**config.mk**
```make
export PLATFORM = sky130hd
export DESIGN_NAME = irq_level_banks
export DESIGN_NICKNAME = d
export VERILOG_FILES = /design/src/rtl/irq_lvl_pkg.sv /design/src/rtl/irq_edge_det.sv /design/src/rtl/irq_reg_decode.sv /design/src/rtl/irq_flag_bank.sv /design/src/rtl/irq_level_banks.sv
export SDC_FILE = /design/constraint.sdc
export NUM_CORES = 1
export LEC_CHECK = 0
export ABC_AREA = 1
export BUFFER_PORTS_ARGS = -buffer_cell sky130_fd_sc_hd__buf_4
export CORE_UTILIZATION = 54
export DETAILED_ROUTE_END_ITERATION = 16
export PLACE_DENSITY = 0.82
export SLEW_MARGIN = 20
export SYNTH_ARGS = -nofsm -noshare
export SYNTH_HDL_FRONTEND = slang
export SYNTH_SLANG_ARGS = --single-unit
```
**constraint.sdc**
```tcl
create_clock -name clk -period 1.44 [get_ports clk]
set_input_delay 0.144 -clock clk [delete_from_list [all_inputs] [get_ports clk]]
set_output_delay 0.144 -clock clk [all_outputs]
set_load 0.02 [all_outputs]
```
**src/rtl/irq_lvl_pkg.sv**
```systemverilog
package irq_lvl_pkg;
  localparam int SRCS     = 4;
  localparam int DW       = 8;
  localparam int SET_BIT  = 7;
  localparam int PEND_BIT = 7;

  typedef logic [SRCS-1:0] src_vec_t;

  // Set/clear update of the enable bits
  function automatic src_vec_t en_update(src_vec_t cur, logic [DW-1:0] wd);
    if (wd[SET_BIT]) return cur | wd[SRCS-1:0];
    else             return cur & ~wd[SRCS-1:0];
  endfunction

  // A new edge wins over a clear of the same bit
  function automatic src_vec_t flag_update(src_vec_t cur, src_vec_t clr, src_vec_t rise);
    return (cur & ~clr) | rise;
  endfunction

  function automatic logic any_pending(src_vec_t f, src_vec_t e);
    return |(f & e);
  endfunction

  function automatic logic [DW-1:0] flag_view(src_vec_t f, logic pend);
    logic [DW-1:0] r;
    r = '0;
    r[SRCS-1:0] = f;
    r[PEND_BIT] = pend;
    return r;
  endfunction

  function automatic logic [DW-1:0] en_view(src_vec_t e);
    logic [DW-1:0] r;
    r = '0;
    r[SRCS-1:0] = e;
    return r;
  endfunction
endpackage

```
**src/rtl/irq_edge_det.sv**
```systemverilog
module irq_edge_det #(
  parameter int W = 16
) (
  input  logic         clk,
  input  logic         rst_n,
  input  logic [W-1:0] lvl_i,
  output logic [W-1:0] rise_o
);
  logic [W-1:0] lvl_q;

  always_ff @(posedge clk or negedge rst_n) begin
    if (!rst_n) lvl_q <= '0;
    else        lvl_q <= lvl_i;
  end

  assign rise_o = lvl_i & ~lvl_q;
endmodule

```
**src/rtl/irq_reg_decode.sv**
```systemverilog
module irq_reg_decode #(
  parameter int ADDR_W     = 12,
  parameter int N_BANKS    = 4,
  parameter int FLAG_BASE  = 'h100,
  parameter int ENA_OFS    = 4,
  parameter int STRIDE     = 'h10,
  parameter int FIRST_SLOT = 3
) (
  input  logic [ADDR_W-1:0]  addr_i,
  input  logic               wr_i,
  output logic [N_BANKS-1:0] flag_sel_o,
  output logic [N_BANKS-1:0] en_sel_o,
  output logic [N_BANKS-1:0] flag_wr_o,
  output logic [N_BANKS-1:0] en_wr_o
);
  for (genvar b = 0; b < N_BANKS; b++) begin : g_bank
    localparam logic [ADDR_W-1:0] FLAG_A = ADDR_W'(FLAG_BASE + (FIRST_SLOT + b) * STRIDE);
    localparam logic [ADDR_W-1:0] ENA_A  = ADDR_W'(FLAG_BASE + (FIRST_SLOT + b) * STRIDE + ENA_OFS);
    assign flag_sel_o[b] = (addr_i == FLAG_A);
    assign en_sel_o[b]   = (addr_i == ENA_A);
    assign flag_wr_o[b]  = wr_i && flag_sel_o[b];
    assign en_wr_o[b]    = wr_i && en_sel_o[b];
  end
endmodule

```
**src/rtl/irq_flag_bank.sv**
```systemverilog
module irq_flag_bank
  import irq_lvl_pkg::*;
(
  input  logic          clk,
  input  logic          rst_n,
  input  src_vec_t      rise_i,
  input  logic          flag_wr_i,
  input  logic          en_wr_i,
  input  logic [DW-1:0] wdata_i,
  output src_vec_t      flag_o,
  output src_vec_t      en_o,
  output src_vec_t      clr_o,
  output logic          irq_o
);
  src_vec_t flag_q, en_q;

  assign clr_o = flag_wr_i ? wdata_i[SRCS-1:0] : '0;

  always_ff @(posedge clk or negedge rst_n) begin
    if (!rst_n) begin
      flag_q <= '0;
      en_q   <= '0;
    end else begin
      flag_q <= flag_update(flag_q, clr_o, rise_i);
      if (en_wr_i) en_q <= en_update(en_q, wdata_i);
    end
  end

  assign flag_o = flag_q;
  assign en_o   = en_q;
  assign irq_o  = any_pending(flag_q, en_q);
endmodule

```
**src/rtl/irq_level_banks.sv**
```systemverilog
module irq_level_banks
  import irq_lvl_pkg::*;
#(
  parameter int N_BANKS    = 4,
  parameter int ADDR_W     = 12,
  parameter int FLAG_BASE  = 'h100,
  parameter int ENA_OFS    = 4,
  parameter int STRIDE     = 'h10,
  parameter int FIRST_SLOT = 3
) (
  input  logic                      clk,
  input  logic                      rst_n,
  input  logic [N_BANKS*SRCS-1:0]   src_i,
  input  logic [ADDR_W-1:0]         bus_addr,
  input  logic                      bus_wr,
  input  logic [DW-1:0]             bus_wdata,
  output logic [DW-1:0]             bus_rdata,
  output logic [N_BANKS-1:0]        irq_lvl_o
);
  localparam int NSRC = N_BANKS * SRCS;

  // Named internal events, brought out for the checker
  logic [NSRC-1:0]    rise_w;
  logic [NSRC-1:0]    clr_w;
  logic [NSRC-1:0]    flag_w;
  logic [NSRC-1:0]    en_w;
  logic [N_BANKS-1:0] flag_sel_w, en_sel_w, flag_wr_w, en_wr_w;

  irq_edge_det #(.W(NSRC)) u_edge (
    .clk    (clk),
    .rst_n  (rst_n),
    .lvl_i  (src_i),
    .rise_o (rise_w)
  );

  irq_reg_decode #(
    .ADDR_W(ADDR_W), .N_BANKS(N_BANKS), .FLAG_BASE(FLAG_BASE),
    .ENA_OFS(ENA_OFS), .STRIDE(STRIDE), .FIRST_SLOT(FIRST_SLOT)
  ) u_dec (
    .addr_i     (bus_addr),
    .wr_i       (bus_wr),
    .flag_sel_o (flag_sel_w),
    .en_sel_o   (en_sel_w),
    .flag_wr_o  (flag_wr_w),
    .en_wr_o    (en_wr_w)
  );

  for (genvar b = 0; b < N_BANKS; b++) begin : g_bank
    irq_flag_bank u_bank (
      .clk       (clk),
      .rst_n     (rst_n),
      .rise_i    (rise_w[b*SRCS +: SRCS]),
      .flag_wr_i (flag_wr_w[b]),
      .en_wr_i   (en_wr_w[b]),
      .wdata_i   (bus_wdata),
      .flag_o    (flag_w[b*SRCS +: SRCS]),
      .en_o      (en_w[b*SRCS +: SRCS]),
      .clr_o     (clr_w[b*SRCS +: SRCS]),
      .irq_o     (irq_lvl_o[b])
    );
  end

  always_comb begin
    bus_rdata = '0;
    for (int b = 0; b < N_BANKS; b++) begin
      if (flag_sel_w[b]) bus_rdata = flag_view(flag_w[b*SRCS +: SRCS], irq_lvl_o[b]);
      if (en_sel_w[b])   bus_rdata = en_view(en_w[b*SRCS +: SRCS]);
    end
  end
endmodule

```
[After elaboration in Yosys (flattened, before gate mapping)]
Index checks and enable logic that the tools add are counted.
Storage, ports and cells
  input bits: 39
  register bits: 48
  logic and storage cells: 72
Operators by class
  reduce and logical (&&, ||, !) cells: 12
  bitwise logic cells: 27
  eq/ne operators: 8
  mux-type cells: 16
Operators by type and width (number)
  $eq A12 B9 Y1 const B: 8
  $mux W8: 8
  $and A4 B4 Y4: 12
  $mux W4: 8
  $or A4 B4 Y4: 8
  $not A4 Y4: 5
  $and A16 B16 Y16: 1
  $not A16 Y16: 1
  $reduce_or A4 Y1: 4
  $logic_and A1 B1 Y1: 8

[Longest topological paths before layout]
  word-level depth: 10
  mapped depth: 10
  mapped depth without buffers: 10

[Modules after synthesis]
From an unflattened synthesis, not the netlist that was laid out.
Second synthesis, totals
  cell total of the unflattened synthesis: 396
  area total of the unflattened synthesis: 2652.5 µm²
Modules (own cells, without submodules)
  irq_flag_bank: sequential area each 200.2 µm², area an instance 362.8 µm², instances 4, cells an instance 50
  irq_edge_det: sequential area each 400.4 µm², area an instance 560.5 µm², instances 1, cells an instance 48
  irq_level_banks: sequential area each 0.0 µm², area an instance 402.9 µm², instances 1, cells an instance 95
  irq_reg_decode: sequential area each 0.0 µm², area an instance 237.7 µm², instances 1, cells an instance 53

[Least setup slack after synthesis]
No wires, ideal clock.
  path type: input-to-output
  start point: in bus_addr[8]
  end point: out bus_rdata[1]
  slack: 159 ps
  data arrival time: 1137 ps
  stages: 10
  path buffers: 0
  cells stage by stage: inv_1 nor2_2 nand2_4 clkinv_1 nand2_1 nor2_1 nor2_1 nand3_1 nand2_1 nand3_1
Between the ends
  cells in the longest elaborated chain, start to end: 9
Ends and longest elaborated chain
  start: declaration: RTL line irq_level_banks.sv:14  | input logic [ADDR_W-1:0] bus_addr,
  $eq A12 B9 Y1: RTL line irq_reg_decode.sv:19  | assign flag_sel_o[b] = (addr_i == FLAG_A);
  $mux W8: RTL line irq_level_banks.sv:66  | if (flag_sel_w[b]) bus_rdata = flag_view(flag_w[b*SRCS +: SRCS], irq_lvl_o[b]);
  $mux W8: RTL line irq_level_banks.sv:67  | if (en_sel_w[b]) bus_rdata = en_view(en_w[b*SRCS +: SRCS]);
  $mux W8: RTL line irq_level_banks.sv:66
  $mux W8: RTL line irq_level_banks.sv:67
  $mux W8: RTL line irq_level_banks.sv:66
  $mux W8: RTL line irq_level_banks.sv:67
  $mux W8: RTL line irq_level_banks.sv:66
  $mux W8 *: RTL line irq_level_banks.sv:67
  end: declaration: RTL line irq_level_banks.sv:17  | output logic [DW-1:0] bus_rdata,
Mark *: on every way between the ends. The rest lies on a longest branch, timed or not.

==> results.json <==
{
  "drt-total-wl_um": 6360,
  "timing_hold_violations_final": 0,
  "tns_ns": -0.806,
  "die_w_um": 69.2,
  "rsz0062_at_grt": "yes",
  "p_sw_share_pct": 24.9,
  "crit_required_ns": 1.30,
  "gp_congestion": 0.881,
  "dp_hpwl_um": 4190,
  "start_util_pct": 55.9,
  "drive_gt1_share_pct": 30.4,
  "cap_violations": 0,
  "fin_crit_sh_pct": 114,
  "min_period_ns": 1.63,
  "finClkSkew_ns": 0.00163,
  "p_per_area_nw_per_um2": 749,
  "max_stage_delay_ns": 0.42,
  "drc_errors": 0,
  "crit_top_cell": "nand2_1",
  "insertion_delay_ns": 0.30,
  "maxSlewViolCount": 0,
  "drt.antenna.violating_nets": 0,
  "final_nets": 423,
  "h-tree-depth": 2,
  "ys.flop_type": "dfrtp_1",
  "grt-ovfl-total": 0,
  "netSwitchingPower_mw": 0.629,
  "placed_area_sq_um": 2890,
  "vias_per_cell": 5.51,
  "ys_ff_latch": 48,
  "cts_root_buf": "clkbuf_8",
  "synthDistinctLibCells": 28,
  "cts_tree": "yes",
  "post-synth-top-count-cell": "nand2_1",
  "synth_sequential_area_ratio_pct": 49.3,
  "rows": 24,
  "setup_slack_ns": -0.195,
  "clk_path_buf_depth": 2,
  "floorplan.die.height_um": 69.2,
  "cp_cell_sequence": "nand2_1 > nand4_1 > nand3_1 > nand2_1 > o21ai_2 > nand3b_1 > nand2_1 > inv_1 > buf_6",
  "fin_util_pct": 77.5,
  "syn2layout_area_growth_pct": 38.5,
  "max_slew.worst_pin.slew_ns": 0.591,
  "synth_area_leader_cell": "dfrtp_1",
  "syn_avg_cell_area_sq_um": 8.25,
  "p_leak_nw": 1.66,
  "dp_cells": 399,
  "synthCells": 295,
  "p_comb_share_pct": 10.6,
  "critPathMaxFanout": 3,
  "io_buffers": 44,
  "stdcell_area_sq_um": 3370,
  "hp-class": "input port to register",
  "drt-wirelength-per-cell_um": 14.6,
  "antenna_cells": 0,
  "netlist_top_cells_area": "dfrtp_1 49%, nand2_1 9.4%, o21ai_0 7.0%",
  "critical_path_class": "register to output port",
  "cp_slowest_cell": "dfrtp_1",
  "power_mw": 2.53,
  "track_usage_pct": 27.5,
  "fmax_ghz": 0.612,
  "path_clk_slew_ns": 0.09,
  "endpoint_kind": "output port",
  "grt_max_degree": 49,
  "syn-cell-area_sq_um": 2430,
  "maxSlewHeadroom_pct": 60.6,
  "core_sq_um": 4350,
  "violations": "setup timing",
  "final_cell_count_no_fill": 437,
  "holdWs_ns": 0.0952,
  "place_ws_ns": -0.0841,
  "vias": 2406,
  "status": "finished, violations left",
  "synth_top_area_share_pct": 49.3,
  "arrival_ns": 1.49,
  "p_clk_share_pct": 34.8,
  "synth-edff-count": 0,
  "drt-initial-drc-count": 224,
  "p_seq_share_pct": 54.5,
  "p_int_mw": 1.90,
  "dieArea_sq_um": 4780,
  "antenna_found_initial": 0,
  "ir_drop_mv": 0.673,
  "yosysWarnings": 0,
  "clock_sinks": 48,
  "setup_viol": 6,
  "numCtsBuffers": 5,
  "synth_commonest_cells": "61 x nand2_1, 48 x dfrtp_1, 38 x inv_1",
  "grt_pass1_wl_um": 10300,
  "ios": 51,
  "async_flop_share_pct": 100,
  "first_pass_iters": 7,
  "start_kind": "register",
  "grt_pass1_vias": 2293
}
[worst paths after layout]
check                                 start                    endpoint  slack, ns  depth (start not counted)
max                                register                bus_rdata[7]      -0.19                          9
min reg2reg                u_edge.lvl_q[11]  g_bank[2].u_bank.flag_o[3]       0.41                          1
min                            bus_wdata[7]                    register        0.1                          3
max reg2reg                        register                    register       0.60                          3
min in group asynchronous             rst_n  g_bank[3].u_bank.flag_o[2]       0.37                          2
max in group asynchronous             rst_n                   async pin       0.66                          2
[cell usage in the layout, fill, tap and decap left out, types with 3 or more instances in the layout]
| cell | instances |
|---|---|
| o21ai_1 | 12 |
| nor2_4 | 8 |
| o31ai_1 | 3 |
| o21ai_0 | 33 |
| inv_1 | 37 |
| clkbuf_8 | 6 |
| nand3_2 | 10 |
| inv_2 | 3 |
| nor2_2 | 4 |
| nand4_1 | 6 |
| nand3_1 | 21 |
| nand2_2 | 4 |
| buf_6 | 8 |
| buf_4 | 64 |
| dfrtp_1 | 48 |
| dlygate4sd3_1 | 17 |
| nor2_1 | 14 |
| conb_1 | 3 |
| nand2_1 | 59 |
[critical path: cells and delay by family, from the launching register on]
kind	cells	cell delay, ns
buffers and inverters	2	0.16
DFF	1	0.42
AOI/OAI and AO/OA	1	0.06
and+or+nand+nor	6	0.55
[area by class of cell]
cell class	instances	area, sq um
Sequential cell	48	1200
Multi-Input combinational cell	199	1110
Fill cell	306	981
Timing Repair Buffer	89	741
Inverter	41	155
Clock buffer	6	82.6
Tap cell	52	65.1
Clock inverter	2	17.5
[what timing repair did]
action	CTS	global route
hold endpoints to repair	64	0
setup endpoints to repair	6	7
pin swaps	3	4
hold buffers	17	0
buffers inserted	11	2
gates resized for setup	18	12
[routing by layer]
metal	GRT usage (%)	vias to the layer above	wire length [um]
met5	0	-	0
met3	4.97	30	416
met4	12.0	0	237
li1	-	1136	-
met2	46.0	127	3180
met1	35.0	1113	2520
[power by group through the flow]
| stage | Sequential [mW] | Clock (mW) | Combinational (mW) |
|---|---|---|---|
| floorplan | 1.40 | 0 | 0.0759 |
| global placement | 1.40 | 0 | 0.214 |
| detailed placement | 1.40 | 0 | 0.219 |
| CTS | 1.38 | 0.898 | 0.264 |
| global route | 1.38 | 0.947 | 0.294 |
| finish | 1.38 | 0.880 | 0.269 |
[kinds of logic after synthesis]
logic type	after synthesis	share of synthesized area, %
AO/OA/AOI/OAI	57	12.7
buffers and inverters	50	8.89
flip-flops	48	49.3
other	1	0.154
AND/OR/NAND/NOR	139	28.9
Note: power is estimated with default switching activity, not from simulation.
